<file path="src/rtl/starve_pkg.sv">
package starve_pkg;
  // counter reload selection of one slot
  typedef enum logic [1:0] {
    LD_HOLD  = 2'd0,
    LD_LONG  = 2'd1,
    LD_SHORT = 2'd2,
    LD_DEC   = 2'd3
  } load_sel_e;
endpackage

</file>
<file path="src/rtl/starve_slot.sv">
module starve_slot
  import starve_pkg::*;
#(
  parameter int CNT_W      = 16,
  parameter int INIT_WAIT  = 100,
  parameter int RETRY_WAIT = 10
) (
  input  logic clk,
  input  logic rst_n,
  input  logic arm,
  input  logic arm_write,
  input  logic disarm,
  input  logic restart,
  input  logic done,
  input  logic mem_wait,
  input  logic grant,
  output logic expire,
  output logic esc_req,
  output logic armed,
  output logic busy,
  output logic is_write,
  output logic went
);
  logic [CNT_W-1:0] cnt_q;
  load_sel_e        ld_sel;

  function automatic logic [CNT_W-1:0] next_cnt(load_sel_e s, logic [CNT_W-1:0] c);
    case (s)
      LD_LONG:  return CNT_W'(INIT_WAIT);
      LD_SHORT: return CNT_W'(RETRY_WAIT);
      LD_DEC:   return c - CNT_W'(1);
      default:  return c;
    endcase
  endfunction

  assign expire  = busy && armed && (cnt_q == CNT_W'(1));
  assign esc_req = expire && !mem_wait;

  always_comb begin
    ld_sel = LD_HOLD;
    if (done && busy)                 ld_sel = LD_HOLD;
    else if (arm && !busy)            ld_sel = LD_LONG;
    else if (busy && !disarm) begin
      if (expire) begin
        if (mem_wait)                 ld_sel = LD_LONG;
        else if (!grant)              ld_sel = LD_SHORT;
      end
      else if (restart && armed)      ld_sel = LD_LONG;
      else if (armed)                 ld_sel = LD_DEC;
    end
  end

  always_ff @(posedge clk) begin
    if (!rst_n) begin
      cnt_q    <= '0;
      armed    <= 1'b0;
      busy     <= 1'b0;
      is_write <= 1'b0;
      went     <= 1'b0;
    end else begin
      cnt_q <= next_cnt(ld_sel, cnt_q);
      if (done && busy) begin
        busy  <= 1'b0;
        armed <= 1'b0;
        went  <= 1'b0;
      end else if (arm && !busy) begin
        busy     <= 1'b1;
        armed    <= 1'b1;
        is_write <= arm_write;
        went     <= 1'b0;
      end else if (busy) begin
        if (disarm) armed <= 1'b0;
        else if (expire && !mem_wait && grant) begin
          armed <= 1'b0;
          went  <= 1'b1;
        end
      end
    end
  end
endmodule

</file>
<file path="src/rtl/starve_arbiter.sv">
module starve_arbiter #(
  parameter int NSLOT = 2,
  parameter int IDX_W = 1
) (
  input  logic             clk,
  input  logic             rst_n,
  input  logic [NSLOT-1:0] req,
  input  logic             table_ok,
  input  logic             deact_req,
  output logic [NSLOT-1:0] grant,
  output logic [IDX_W-1:0] grant_idx,
  output logic             starving
);
  function automatic logic [NSLOT-1:0] lowest_one(logic [NSLOT-1:0] v);
    return v & (~v + NSLOT'(1));
  endfunction

  function automatic logic [IDX_W-1:0] index_of(logic [NSLOT-1:0] oh);
    logic [IDX_W-1:0] r;
    r = '0;
    for (int i = 0; i < NSLOT; i++)
      if (oh[i]) r = IDX_W'(i);
    return r;
  endfunction

  assign grant     = (table_ok && !starving) ? lowest_one(req) : '0;
  assign grant_idx = index_of(grant);

  always_ff @(posedge clk) begin
    if (!rst_n)          starving <= 1'b0;
    else if (|grant)     starving <= 1'b1;
    else if (deact_req)  starving <= 1'b0;
  end
endmodule

</file>
<file path="src/rtl/starve_escalator.sv">
module starve_escalator #(
  parameter int NSLOT      = 2,
  parameter int CNT_W      = 16,
  parameter int INIT_WAIT  = 100,
  parameter int RETRY_WAIT = 10,
  localparam int IDX_W     = (NSLOT > 1) ? $clog2(NSLOT) : 1
) (
  input  logic             clk,
  input  logic             rst_n,
  input  logic             arm_i,
  input  logic [IDX_W-1:0] arm_slot_i,
  input  logic             arm_write_i,
  input  logic             disarm_i,
  input  logic [IDX_W-1:0] disarm_slot_i,
  input  logic             restart_i,
  input  logic [IDX_W-1:0] restart_slot_i,
  input  logic             done_i,
  input  logic [IDX_W-1:0] done_slot_i,
  input  logic [NSLOT-1:0] mem_wait_i,
  input  logic             table_ok_i,
  output logic             issue_persist_o,
  output logic [IDX_W-1:0] issue_slot_o,
  output logic             issue_write_o,
  output logic             issue_deact_o,
  output logic [IDX_W-1:0] deact_slot_o,
  output logic             starving_o,
  output logic [NSLOT-1:0] busy_o,
  output logic [NSLOT-1:0] armed_o
);
  logic [NSLOT-1:0] arm_v, disarm_v, restart_v, done_v;
  logic [NSLOT-1:0] expire_v, esc_req_v, grant_v, write_v, went_v;
  logic [IDX_W-1:0] grant_idx;
  logic             deact_req;

  genvar g;
  generate
    for (g = 0; g < NSLOT; g++) begin : g_slot
      assign arm_v[g]     = arm_i     && (arm_slot_i     == IDX_W'(g));
      assign disarm_v[g]  = disarm_i  && (disarm_slot_i  == IDX_W'(g));
      assign restart_v[g] = restart_i && (restart_slot_i == IDX_W'(g));
      assign done_v[g]    = done_i    && (done_slot_i    == IDX_W'(g));

      starve_slot #(
        .CNT_W(CNT_W), .INIT_WAIT(INIT_WAIT), .RETRY_WAIT(RETRY_WAIT)
      ) u_slot (
        .clk(clk), .rst_n(rst_n),
        .arm(arm_v[g]), .arm_write(arm_write_i),
        .disarm(disarm_v[g]), .restart(restart_v[g]), .done(done_v[g]),
        .mem_wait(mem_wait_i[g]), .grant(grant_v[g]),
        .expire(expire_v[g]), .esc_req(esc_req_v[g]),
        .armed(armed_o[g]), .busy(busy_o[g]),
        .is_write(write_v[g]), .went(went_v[g])
      );
    end
  endgenerate

  assign deact_req = |(done_v & busy_o & went_v);

  starve_arbiter #(.NSLOT(NSLOT), .IDX_W(IDX_W)) u_arb (
    .clk(clk), .rst_n(rst_n),
    .req(esc_req_v), .table_ok(table_ok_i), .deact_req(deact_req),
    .grant(grant_v), .grant_idx(grant_idx), .starving(starving_o)
  );

  always_ff @(posedge clk) begin
    if (!rst_n) begin
      issue_persist_o <= 1'b0;
      issue_slot_o    <= '0;
      issue_write_o   <= 1'b0;
      issue_deact_o   <= 1'b0;
      deact_slot_o    <= '0;
    end else begin
      issue_persist_o <= |grant_v;
      issue_deact_o   <= deact_req;
      if (|grant_v) begin
        issue_slot_o  <= grant_idx;
        issue_write_o <= write_v[grant_idx];
      end
      if (deact_req) deact_slot_o <= done_slot_i;
    end
  end
endmodule

</file>
<file path="config.mk">
export PLATFORM = sky130hd
export DESIGN_NAME = starve_escalator
export DESIGN_NICKNAME = d
export VERILOG_FILES = /design/src/rtl/starve_pkg.sv /design/src/rtl/starve_slot.sv /design/src/rtl/starve_arbiter.sv /design/src/rtl/starve_escalator.sv
export SDC_FILE = /design/constraint.sdc
export NUM_CORES = 1
export LEC_CHECK = 0
export BUFFER_PORTS_ARGS = -buffer_cell sky130_fd_sc_hd__buf_2
export CORE_ASPECT_RATIO = 1.75
export CORE_MARGIN = 4
export CORE_UTILIZATION = 53
export DETAILED_ROUTE_END_ITERATION = 7
export PLACE_DENSITY = 0.75
export SETUP_SLACK_MARGIN = 0.5
export SLEW_MARGIN = 10
export SYNTH_ARGS = -nofsm -noshare
export SYNTH_HDL_FRONTEND = slang
export SYNTH_SLANG_ARGS = --single-unit
export TNS_END_PERCENT = 20
</file>
<file path="constraint.sdc">
create_clock -name clk -period 2.25 [get_ports clk]
set_clock_uncertainty 0.15 [all_clocks]
set_input_delay 0.1125 -clock clk [delete_from_list [all_inputs] [get_ports clk]]
set_output_delay 0.1125 -clock clk [all_outputs]
set_load 0.05 [all_outputs]
</file>
# ---- After elaboration in Yosys (flattened, before gate mapping)
# Cells that the tools add are included.
dict set report totals {
  reg_bits 46
  in_bits 14
  out_inout_bits 10
  elab_cells 124
}
dict set report classes {
  addsub 3
  order_cmp 1
  eq_ne 8
  n_mux 32
  bitwise 13
  n_reduce_logical 51
}
# op n
set ops {}
lappend ops {{case mux 16 bit (3 select lines)} 2}
lappend ops {{two-way mux 2 bit} 17}
lappend ops {{equality test 16 x 1 -> 1 bit (second input constant)} 2}
lappend ops {{subtractor 16 x 1 -> 16 bit (second input constant)} 2}
lappend ops {{logical AND 1 bit} 25}
lappend ops {{two-way mux 1 bit} 13}
lappend ops {{nonzero test 3 bit} 4}
lappend ops {{NOT 1 bit} 9}
lappend ops {{equality test 2 bit (second input constant)} 4}
lappend ops {{AND reduction 2 bit} 4}
lappend ops {{OR reduction 2 bit} 4}
lappend ops {{zero test 1 bit} 7}
lappend ops {{AND 2 bit} 3}
lappend ops {{AND reduction 3 bit} 2}
lappend ops {{nonzero test 2 bit} 3}
lappend ops {{OR reduction 3 bit} 2}
lappend ops {{equality test 2 x 1 -> 1 bit (second input constant)} 2}
lappend ops {{adder 2 x 1 -> 2 bit (second input constant)} 1}
lappend ops {{less-than comparator 1 x 2 -> 1 bit (second input constant)} 1}
lappend ops {{NOT 2 bit} 1}

# ---- Depth between registers and ports, before layout
# Gate-level depths: netlist (run 1).
dict set report logic_depth {
  ltp_word 15
  ltp_mapped 8
  depth_no_buf 8
}

# ---- Cells and area by module
# A second synthesis (run 1) with hierarchy kept.
dict set report hier_totals {
  hier_cells 327
  hier_area_um2 2741.4
}
# mod n_inst cells_per_inst area_each_um2 seq_area_each_um2
set by_module_without_submodules {}
lappend by_module_without_submodules {{starve_slot (g_slot[1].u_slot)} 1 142 1231.2 400.4}
lappend by_module_without_submodules {{starve_slot (g_slot[0].u_slot)} 1 150 1187.4 400.4}
lappend by_module_without_submodules {starve_escalator 1 28 251.5 100.1}
lappend by_module_without_submodules {starve_arbiter 1 7 71.3 20.0}

# ---- Least setup slack after synthesis (run 1)
# OpenSTA, ideal clock, no wires.
dict set report synth_timing {
  kind {register to register}
  start {reg u_arb.starving}
  end {reg g_slot[0].u_slot.cnt_q[5]}
  setup_ps 117
  arrival_time_ps 2291
  required_time_ps 1983
  path_slack_ps -308
  path_stages_with_launch 7
  path_buffers 0
  period_less_slack_ps 2558
  cell_sequence {dfxtp_1 > and2b_1 > or4_1 > or3_1 > a21oi_4 > o21ai_0 > a32o_1}
}
dict set report synth_via {
  elab_chain_cells 11
  elab_cells_between_ends 14
  cone_classes {3 x eq/ne; 8 x mux; 3 x reduce/logical}
}
# item line_no
set synth_lines {}
lappend synth_lines {{from (decl)} starve_arbiter.sv:12} ;# output logic starving
lappend synth_lines {{from (signal assigned)} starve_arbiter.sv:30} ;# if (!rst_n) starving <= 1'b0;
lappend synth_lines {{from (signal assigned)} starve_arbiter.sv:31} ;# else if (|grant) starving <= 1'b1;
lappend synth_lines {{from (signal assigned)} starve_arbiter.sv:32} ;# else if (deact_req) starving <= 1'b0;
lappend synth_lines {{zero test 1 bit *} starve_arbiter.sv:26} ;# assign grant = (table_ok && !starving) ? lowest_one(req) : '0;
lappend synth_lines {{logical AND 1 bit *} starve_arbiter.sv:26}
lappend synth_lines {{two-way mux 2 bit *} starve_arbiter.sv:26}
lappend synth_lines {{two-way mux 2 bit *} starve_slot.sv:46} ;# else if (!grant) ld_sel = LD_SHORT;
lappend synth_lines {{two-way mux 2 bit *} starve_slot.sv:45} ;# if (mem_wait) ld_sel = LD_LONG;
lappend synth_lines {{two-way mux 2 bit *} starve_slot.sv:44} ;# if (expire) begin
lappend synth_lines {{two-way mux 2 bit *} starve_slot.sv:43} ;# else if (busy && !disarm) begin
lappend synth_lines {{two-way mux 2 bit *} starve_slot.sv:42} ;# else if (arm && !busy) ld_sel = LD_LONG;
lappend synth_lines {{two-way mux 2 bit *} starve_slot.sv:41} ;# if (done && busy) ld_sel = LD_HOLD;
lappend synth_lines {{equality test 2 bit / equality test 2 x 1 -> 1 bit (equally long branches)} starve_slot.sv:28} ;# case (s)
lappend synth_lines {{case mux 16 bit (3 select lines) / nonzero test 3 bit (equally long branches)} --}
lappend synth_lines {{to (signal assigned)} starve_slot.sv:61} ;# cnt_q <= next_cnt(ld_sel, cnt_q);
lappend synth_lines {{to (decl)} starve_slot.sv:24} ;# logic [CNT_W-1:0] cnt_q;
# Mark *: on every way between the ends. The rest lies on a longest branch, timed or not.
# A chain may end at the register's enable or synchronous reset.

# ---- Worst setup path in the final report (run 1)
dict set report layout_timing {
  start {reg g_slot[1].u_slot.cnt_q[10]}
  end {reg g_slot[1].u_slot.cnt_q[7]}
}
dict set report layout_via {
  elab_chain_cells 15
  elab_cells_between_ends 18
  cone_classes {1 x add/sub; 4 x eq/ne; 8 x mux; 2 x bitwise; 3 x reduce/logical}
}
# item line_no
set layout_lines {}
lappend layout_lines {{from (decl)} starve_slot.sv:24}
lappend layout_lines {{from (signal assigned)} starve_slot.sv:61}
lappend layout_lines {{equality test 16 x 1 -> 1 bit *} starve_slot.sv:36} ;# assign expire = busy && armed && (cnt_q == CNT_W'(1));
lappend layout_lines {{logical AND 1 bit *} starve_slot.sv:36}
lappend layout_lines {{logical AND 1 bit} starve_slot.sv:37} ;# assign esc_req = expire && !mem_wait;
lappend layout_lines {{NOT 2 bit} starve_arbiter.sv:15} ;# return v & (~v + NSLOT'(1));
lappend layout_lines {{adder 2 x 1 -> 2 bit} starve_arbiter.sv:15}
lappend layout_lines {{AND 2 bit} starve_arbiter.sv:15}
lappend layout_lines {{two-way mux 2 bit} starve_arbiter.sv:26}
lappend layout_lines {{two-way mux 2 bit} starve_slot.sv:46}
lappend layout_lines {{two-way mux 2 bit} starve_slot.sv:45}
lappend layout_lines {{two-way mux 2 bit *} starve_slot.sv:44}
lappend layout_lines {{two-way mux 2 bit *} starve_slot.sv:43}
lappend layout_lines {{two-way mux 2 bit *} starve_slot.sv:42}
lappend layout_lines {{two-way mux 2 bit *} starve_slot.sv:41}
lappend layout_lines {{equality test 2 bit / equality test 2 x 1 -> 1 bit (equally long branches)} starve_slot.sv:28}
lappend layout_lines {{case mux 16 bit (3 select lines) / nonzero test 3 bit (equally long branches)} --}
# Marks and branches as above.

==> out/summary.log, run 1 <==
[run_status] outcome finished, violations left
[run_status] violations in the final reports negative setup slack
[floorplanning] width of the die 61.4 um
[sta] part of the cycle the worst path needs 1.04
[power] overall power consumption 2.01 mW
[detailed_routing] post-route DRC violation count 0
[critical_path] kind of end point of the critical path flop
[critical_path] kind of cell adding the most delay to the critical path simple AND/OR/NAND/NOR gates
[power] leakage power total 1.51 nW
[placement] Placed Cells 447
[global_route] pin count of the biggest net entering global routing 15
[power] switching fraction of total power 0.345
[power] Internal Dissipation 1.31 mW
[floorplanning] Std-Cell Core Area 4750 sq um
[sta] Final Max Tran Viols 0
[synth] gate count after technology mapping 338
[placement] count of input and output buffers 23
[floorplanning] site row count 33
[synth] most area-consuming cells after synthesis dfxtp_1 35%, o21ai_0 5.7%, nand2_1 5.1%
[placement] final weighted congestion in routability-driven placement 0.982
[detailed_routing] DRT iter0 DRCs 220
[synth] top cell type by total area after synthesis dfxtp_1
[cells_and_area] Fillers 286
[clocking] H-tree depth 2
[sta] Slew headroom 0.660
[critical_path] arrival time worst endpoint 2380 ps
[run] max-cap violation count 0
[detailed_routing] average vias per placed instance 6.55
[power] peak supply drop 0.580 mV
[cells_and_area] multi-input combinational cell area 1960 sq um
[detailed_routing] overall routed net length 9.77 mm
[critical_path] CP most frequent cell buf_4
[cells_and_area] most frequent standard cell in the layout excluding fill and tap cells buf_4
[sta] maximum clock rate 428 MHz
[synth] mean post-synth cell area 7.82 sq um
[critical_path] critical path cell sequence or4_4 -> nor4_4 -> buf_4 -> and2_4 -> a31oi_4 -> nor2_4 -> buf_4 -> o21ai_1
[global_route] initial antenna violation count 0
[cells_and_area] layout cells sized above 1 0.412
[critical_path] worst path required time 2290 ps
[synth] sequential fraction of the synthesis area 0.348
[clocking] Max Root-Sink Buffers 2
[power] part of the total power dissipated in the clock network 0.254
[clocking] register clock-pin slew on the reported worst setup and hold paths 90 ps
[sta] post-route setup slack -86.5 ps
[clocking] TritonCTS clock tree built
[floorplanning] vertical extent of the die 101 um
[synth] netlist area before placement 2640 sq um
[detailed_routing] total via count in the routed design 3091
[synth] Syn Nets 356
[global_route] wire length of the first global-routing pass 15.4 mm
[synth] count of warnings emitted by yosys 0
[cells_and_area] Final Instance Count excl. Fillers 472
[global_route] remaining global-route overflow 0
[floorplanning] die outline area 6230 sq um
[critical_path] path type of the worst setup path flop to flop
[synth] ys async rst share 0
[clocking] number of clock sinks 46
[floorplanning] ports placed on the boundary 24
[power] sequential power share 0.436
[power] Power per Cell Area 538 nW/um^2
[clocking] clock root buffer clkbuf_8
[critical_path] Critical path buffers and inverters 2
[power] switching power 693 uW
[sta] count of endpoints failing hold in the final timing report 0
[critical_path] category of the worst setup path launch point flop
[detailed_routing] wire length per cell after detailed routing 20.7 um
[clocking] clk_lat worst skew 300 ps
[global_route] via count of the first global-routing pass 3174
[placement] Worst Setup Slack post-DPL -86.7 ps
[critical_path] top fanout value on the critical path 7
[sta] shortest period the worst path allows 2340 ps
[synth] Most used DFF post-synth dfxtp_1
[floorplanning] starting utilization of the core area 0.557
[cells_and_area] fin nets 437
[cells_and_area] highest-count cells in the layout ignoring fill and taps 51 x buf_4, 40 x dfxtp_1, 33 x nand2_1
[sta] RSZ-0062 raised after global routing true
[cells_and_area] footprint of the flip-flops and latches 933 sq um
[synth] number of distinct library cells after synthesis 65
[cells_and_area] number of antenna cells inserted 0
[hold_path] path category of the worst min-delay check input pin to flop
[sta] actual transition at the worst max-transition pin 505 ps
[placement] post-detail-place hpwl 6.35 mm
[cells_and_area] Layout area overhead 41.2%
[clocking] TritonCTS buffer count 5
[synth] Post-synth EDFFs 0
[synth] area share of the leading cell type in the synthesized netlist 0.348
[sta] count of endpoints failing setup in the final report 15
[synth] register bit count reported by yosys 46
[detailed_routing] Initial DRT Pass Iterations 5
[detailed_routing] Post-DRT Antenna Nets 0
[critical_path] slowest stage cell, crit path or4_4
[global_route] GRT Resource Usage Total 0.333
[critical_path] stage delay of the slowest cell on the critical path 570 ps
[power] part of the total power dissipated in combinational logic 0.310
state kept, by name, summed over array words and instances (netlist names):
name,count
g_slot.u_slot.busy,2
issue_persist_o,1
issue_write_o,1
u_arb.starving,1
issue_deact_o,1
g_slot.u_slot.went,2
issue_slot_o,1
g_slot.u_slot.is_write,2
deact_slot_o,1
g_slot.u_slot.armed,2
g_slot.u_slot.cnt_q,32
metal layers:
metal,wire (um),global-route usage,part of all wire
met4,674,0.211,0.069
met1,3320,0.336,0.34
met2,5390,0.602,0.55
met5,0,0,0
met3,382,0.0497,0.039
worst register-to-register path, cell delays in order, from the launching register on:
cell     delay, ps
dfxtp_2        340
or4_4          570
nor4_4         240
buf_4          170
and2_4         170
a31oi_4        140
nor2_4         250
buf_4          160
o21ai_1         50
final cells by class:
cell class / instances / share of cell area
clock inverter: 2 / 0.00369
multi-input combinational: 267 / 0.526
tap: 52 / 0.0174
inverter: 12 / 0.0121
sequential: 46 / 0.250
timing repair buffer: 87 / 0.171
clock buffer: 6 / 0.0194
kinds of logic (layout without fill, tap and decap cells):
family,Yosys count,count (layout),synth area share
compound gates,112,113,0.289
xor+xnor,1,1,0.00331
fa+ha+maj,4,4,0.0189
buf+inv,26,107,0.0487
flops,46,46,0.348
mux,2,2,0.00757
simple gates,147,147,0.284
power by group through the flow:
| stage | registers, mW | logic (mW) | clock network [mW] |
|---|---|---|---|
| after floorplan | 0.894 | 0.287 | 0 |
| after global placement | 0.887 | 0.480 | 0 |
| after detailed placement | 0.888 | 0.487 | 0 |
| after CTS | 0.874 | 0.571 | 0.515 |
| after global routing | 0.880 | 0.668 | 0.552 |
| final | 0.875 | 0.622 | 0.509 |
what timing repair did:
action / 4_1_cts / 5_1_grt
buffers inserted: 5 / 7
setup endpoints to repair: 40 / 40
pin swaps: 55 / 39
hold endpoints to repair: 4 / 0
hold buffers: 4 / 0
gates resized for setup: 75 / 28
gates cloned: 1 / 0
metrics by stage:
| step | area, sq um | TNS [ps] | hold WS [ps] | utilization |
|---|---|---|---|---|
| after global routing | 3730 | -2110 | 60.4 | 0.786 |
| after floorplan | 2660 | -58.2 | 103 | - |
| after global placement | 3120 | -670 | 228 | 0.657 |
| after detailed placement | 3120 | -1360 | 230 | 0.657 |
| after CTS | 3570 | -15.3 | 40.7 | 0.752 |
| final | 3730 | -580 | 48.0 | 0.786 |
path summary, 6_finish.rpt:
kind	startpoint	end	slack [ps]	depth (start not counted)
min reg2reg	g_slot[1].u_slot.cnt_q[14]$_SDFFE_PN0P_	g_slot[1].u_slot.cnt_q[14]$_SDFFE_PN0P_	330	1
max	g_slot[1].u_slot.cnt_q[10]$_SDFFE_PN0P_	g_slot[1].u_slot.cnt_q[7]$_SDFFE_PN0P_	-90	8
max reg2reg	g_slot[1].u_slot.cnt_q[10]$_SDFFE_PN0P_	g_slot[1].u_slot.cnt_q[7]$_SDFFE_PN0P_	-90	8
min	table_ok_i	issue_persist_o$_SDFF_PN0_	50	3
cells in the mapped netlist, drive strengths merged, types with 5 or more instances:
library cell and count:
a21oi 24, nand2 36, nor2 34, or3 12, a31oi 12, or2 6, dfxtp 46, nand3 13
o31ai 6, inv 11, nor4 7, clkbuf 6, buf 7, o21ai 33, a31o 5, nor3 17
Note: power is estimated with default switching activity, not from simulation.
==> inputs of run 2 (changes only) <==
--- a/config.mk
+++ b/config.mk
@@ -7,10 +7,9 @@
 export LEC_CHECK = 0
 export BUFFER_PORTS_ARGS = -buffer_cell sky130_fd_sc_hd__buf_2
 export CORE_ASPECT_RATIO = 1.75
-export CORE_MARGIN = 4
-export CORE_UTILIZATION = 53
+export CORE_UTILIZATION = 64
 export DETAILED_ROUTE_END_ITERATION = 7
-export PLACE_DENSITY = 0.75
+export PLACE_DENSITY = 0.85
 export SETUP_SLACK_MARGIN = 0.5
 export SLEW_MARGIN = 10
 export SYNTH_ARGS = -nofsm -noshare
==> constraint.sdc (replaced) <==
create_clock -name clk -period 2.91 [get_ports clk]
set_clock_uncertainty 0.15 [all_clocks]
set_input_delay 0 -clock clk [delete_from_list [all_inputs] [get_ports clk]]
set_output_delay 0 -clock clk [all_outputs]
set_load 0.05 [all_outputs]
==> out/summary.log, run 2 (synthesis results as in run 1) <==
[run_status] outcome completed [was finished, violations left]
[global_route] via count of the first global-routing pass 2685 [was 3174]
[clocking] TritonCTS clock tree built [unchanged]
[critical_path] kind of end point of the critical path flop [unchanged]
[detailed_routing] Post-DRT Antenna Nets 0 [unchanged]
[detailed_routing] total via count in the routed design 2795 [was 3091]
[cells_and_area] multi-input combinational cell area 1680 sq um [was 1960 sq um]
[critical_path] category of the worst setup path launch point flop [unchanged]
[sta] post-route setup slack 522 ps [was -86.5 ps]
[global_route] remaining global-route overflow 0 [unchanged]
[critical_path] Critical path buffers and inverters 0 [was 2]
[global_route] GRT Resource Usage Total 0.352 [was 0.333]
[floorplanning] starting utilization of the core area 0.677 [was 0.557]
[detailed_routing] DRT iter0 DRCs 143 [was 220]
[detailed_routing] average vias per placed instance 6.72 [was 6.55]
[cells_and_area] footprint of the flip-flops and latches 923 sq um [was 933 sq um]
[cells_and_area] Layout area overhead 15.1% [was 41.2%]
[cells_and_area] highest-count cells in the layout ignoring fill and taps 44 x dfxtp_1, 36 x nand2_1, 31 x nor2_1 [was 51 x buf_4, 40 x dfxtp_1, 33 x nand2_1]
[cells_and_area] layout cells sized above 1 0.201 [was 0.412]
[hold_path] path category of the worst min-delay check input pin to flop [unchanged]
[global_route] pin count of the biggest net entering global routing 21 [was 15]
[cells_and_area] register with the most flip-flops g_slot.u_slot.cnt_q [unchanged]
[cells_and_area] number of antenna cells inserted 0 [unchanged]
[critical_path] arrival time worst endpoint 2430 ps [was 2380 ps]
[critical_path] launch point of the critical path g_slot[0].u_slot.cnt_q[7]$_SDFFE_PN0P_ [was g_slot[1].u_slot.cnt_q[10]$_SDFFE_PN0P_]
[clocking] H-tree depth 2 [unchanged]
[clocking] number of clock sinks 46 [unchanged]
[detailed_routing] overall routed net length 7.53 mm [was 9.77 mm]
[sta] final hold slack 27.2 ps [was 48.0 ps]
[floorplanning] die outline area 4400 sq um [was 6230 sq um]
[placement] post-detail-place hpwl 5.38 mm [was 6.35 mm]
[clocking] clock root buffer clkbuf_8 [unchanged]
[sta] count of endpoints failing setup in the final report 0 [was 15]
[cells_and_area] post-route core utilization 0.779 [was 0.786]
[critical_path] stage delay of the slowest cell on the critical path 450 ps [was 570 ps]
[cells_and_area] fin nets 386 [was 437]
[critical_path] kind of cell adding the most delay to the critical path simple AND/OR/NAND/NOR gates [unchanged]
[cells_and_area] Fillers 286 [unchanged]
[floorplanning] Std-Cell Core Area 3900 sq um [was 4750 sq um]
[sta] RSZ-0062 raised after global routing true [unchanged]
[sta] Final Max Tran Viols 0 [unchanged]
[sta] Slew headroom 0.609 [was 0.660]
[run] max-cap violation count 0 [unchanged]
[critical_path] slowest stage cell, crit path or3_4 [was or4_4]
[floorplanning] ports placed on the boundary 24 [unchanged]
[clocking] clk_lat worst skew 300 ps [about the same]
[clocking] TritonCTS buffer count 5 [unchanged]
[placement] placed cell areas 2780 sq um [was 3120 sq um]
[sta] count of endpoints failing hold in the final timing report 0 [unchanged]
[power] Power per Cell Area 496 nW/um^2 [was 538 nW/um^2]
[critical_path] path type of the worst setup path flop to flop [unchanged]
[floorplanning] site row count 30 [was 33]
[detailed_routing] wire length per cell after detailed routing 18.1 um [was 20.7 um]
[cells_and_area] Layout Cell Area excl Fill 3040 sq um [was 3730 sq um]
[power] leakage power total 1.19 nW [was 1.51 nW]
[clocking] register clock-pin slew on the reported worst setup and hold paths 80 ps [was 90 ps]
[critical_path] top fanout value on the critical path 6 [was 7]
[critical_path] CP most frequent cell or3_4 [was buf_4]
[critical_path] critical path cell sequence or3_4 -> or2_1 -> or3_4 -> a21oi_4 -> o21ai_0 -> a32o_1 [was or4_4 -> nor4_4 -> buf_4 -> and2_4 -> a31oi_4 -> nor2_4 -> buf_4 -> o21ai_1]
[cells_and_area] most frequent standard cell in the layout excluding fill and tap cells dfxtp_1 [was buf_4]
[cells_and_area] number of flip-flops under the largest register name 32 [unchanged]
[placement] count of input and output buffers 23 [unchanged]
[critical_path] worst path required time 2960 ps [was 2290 ps]
[critical_path] beginning of the worst register-to-register path g_slot[0].u_slot.cnt_q[7]$_SDFFE_PN0P_ [was g_slot[1].u_slot.cnt_q[10]$_SDFFE_PN0P_]
[sta] total negative slack 0 ps [was -580 ps]
[global_route] initial antenna violation count 0 [unchanged]
[placement] Worst Setup Slack post-DPL 376 ps [was -86.7 ps]
[detailed_routing] post-route DRC violation count 0 [unchanged]
[sta] maximum clock rate 419 MHz [was 428 MHz]
[detailed_routing] Initial DRT Pass Iterations 5 [unchanged]
[sta] part of the cycle the worst path needs 0.821 [was 1.04]
[clocking] Max Root-Sink Buffers 2 [unchanged]
[placement] final weighted congestion in routability-driven placement 0.984 [was 0.982]
[sta] shortest period the worst path allows 2390 ps [was 2340 ps]
[floorplanning] width of the die 50.6 um [was 61.4 um]
[hold_path] hold path startpoint disarm_i [was table_ok_i]
[global_route] wire length of the first global-routing pass 11.9 mm [was 15.4 mm]
[power] peak supply drop 0.432 mV [was 0.580 mV]
[floorplanning] vertical extent of the die 87.0 um [was 101 um]
[sta] actual transition at the worst max-transition pin 583 ps [was 505 ps]
[run 2: power breakdown]
| part | switching [mW] | internal (mW) |
|---|---|---|
| Combinational | 0.212 | 0.122 |
| Sequential | 0.0339 | 0.654 |
| Clock | 0.211 | 0.275 |
| Total | 0.458 | 1.05 |
[run 2: through the flow]
stage / power (mW) / cells
3_3_place_gp: 0.982 / 401
2_1_floorplan: 0.910 / 338
6_report: 1.51 / 416
5_1_grt: 1.57 / 416
3_5_place_dp: 0.992 / 401
4_1_cts: 1.48 / 415
[run 2: tightest hold or removal path, delay by kind of cell]
family	cells	cell delay, ps
buffers and inverters	1	120
AO/OA/AOI/OAI	2	230
AND/OR/NAND/NOR	1	80
[run 2: layer usage]
metal | vias up | wire, um | global-route usage
met5 | - | 0 | 0
li1 | 1307 | - | -
met3 | 36 | 400 | 0.0576
met4 | 0 | 314 | 0.232
met1 | 1310 | 2670 | 0.341
met2 | 142 | 4140 | 0.659
[run 2: worst paths after layout]
| kind | slack [ps] | end | cells after the start |
|---|---|---|---|
| worst max-delay path | 520 | g_slot[0].u_slot.cnt_q[5]$_SDFFE_PN0P_ | 6 |
| worst min-delay path | 30 | g_slot[1].u_slot.armed$_SDFFE_PP0P_ | 4 |
| worst max register to register | 520 | g_slot[0].u_slot.cnt_q[5]$_SDFFE_PN0P_ | 6 |
| worst min register to register | 310 | g_slot[1].u_slot.cnt_q[14]$_SDFFE_PN0P_ | 1 |
[run 2: cell type report]
cell class | count | area share
Clock buffer | 6 | 0.0271
Tap cell | 48 | 0.0197
Timing Repair Buffer | 36 | 0.0740
Multi-Input combinational cell | 267 | 0.551
Inverter | 12 | 0.0148
Clock inverter | 1 | 0.00987
Sequential cell | 46 | 0.303
[run 2: repair_timing]
action | 4_1_cts | 5_1_grt
endpoints found under the setup margin | 24 | 29
resized for setup | 3 | 13
hold buffers | 5 | 0
pin swaps | 3 | 1
endpoints found under the hold margin | 5 | 0
gates cloned | 1 | 0
setup buffers | 1 | 1
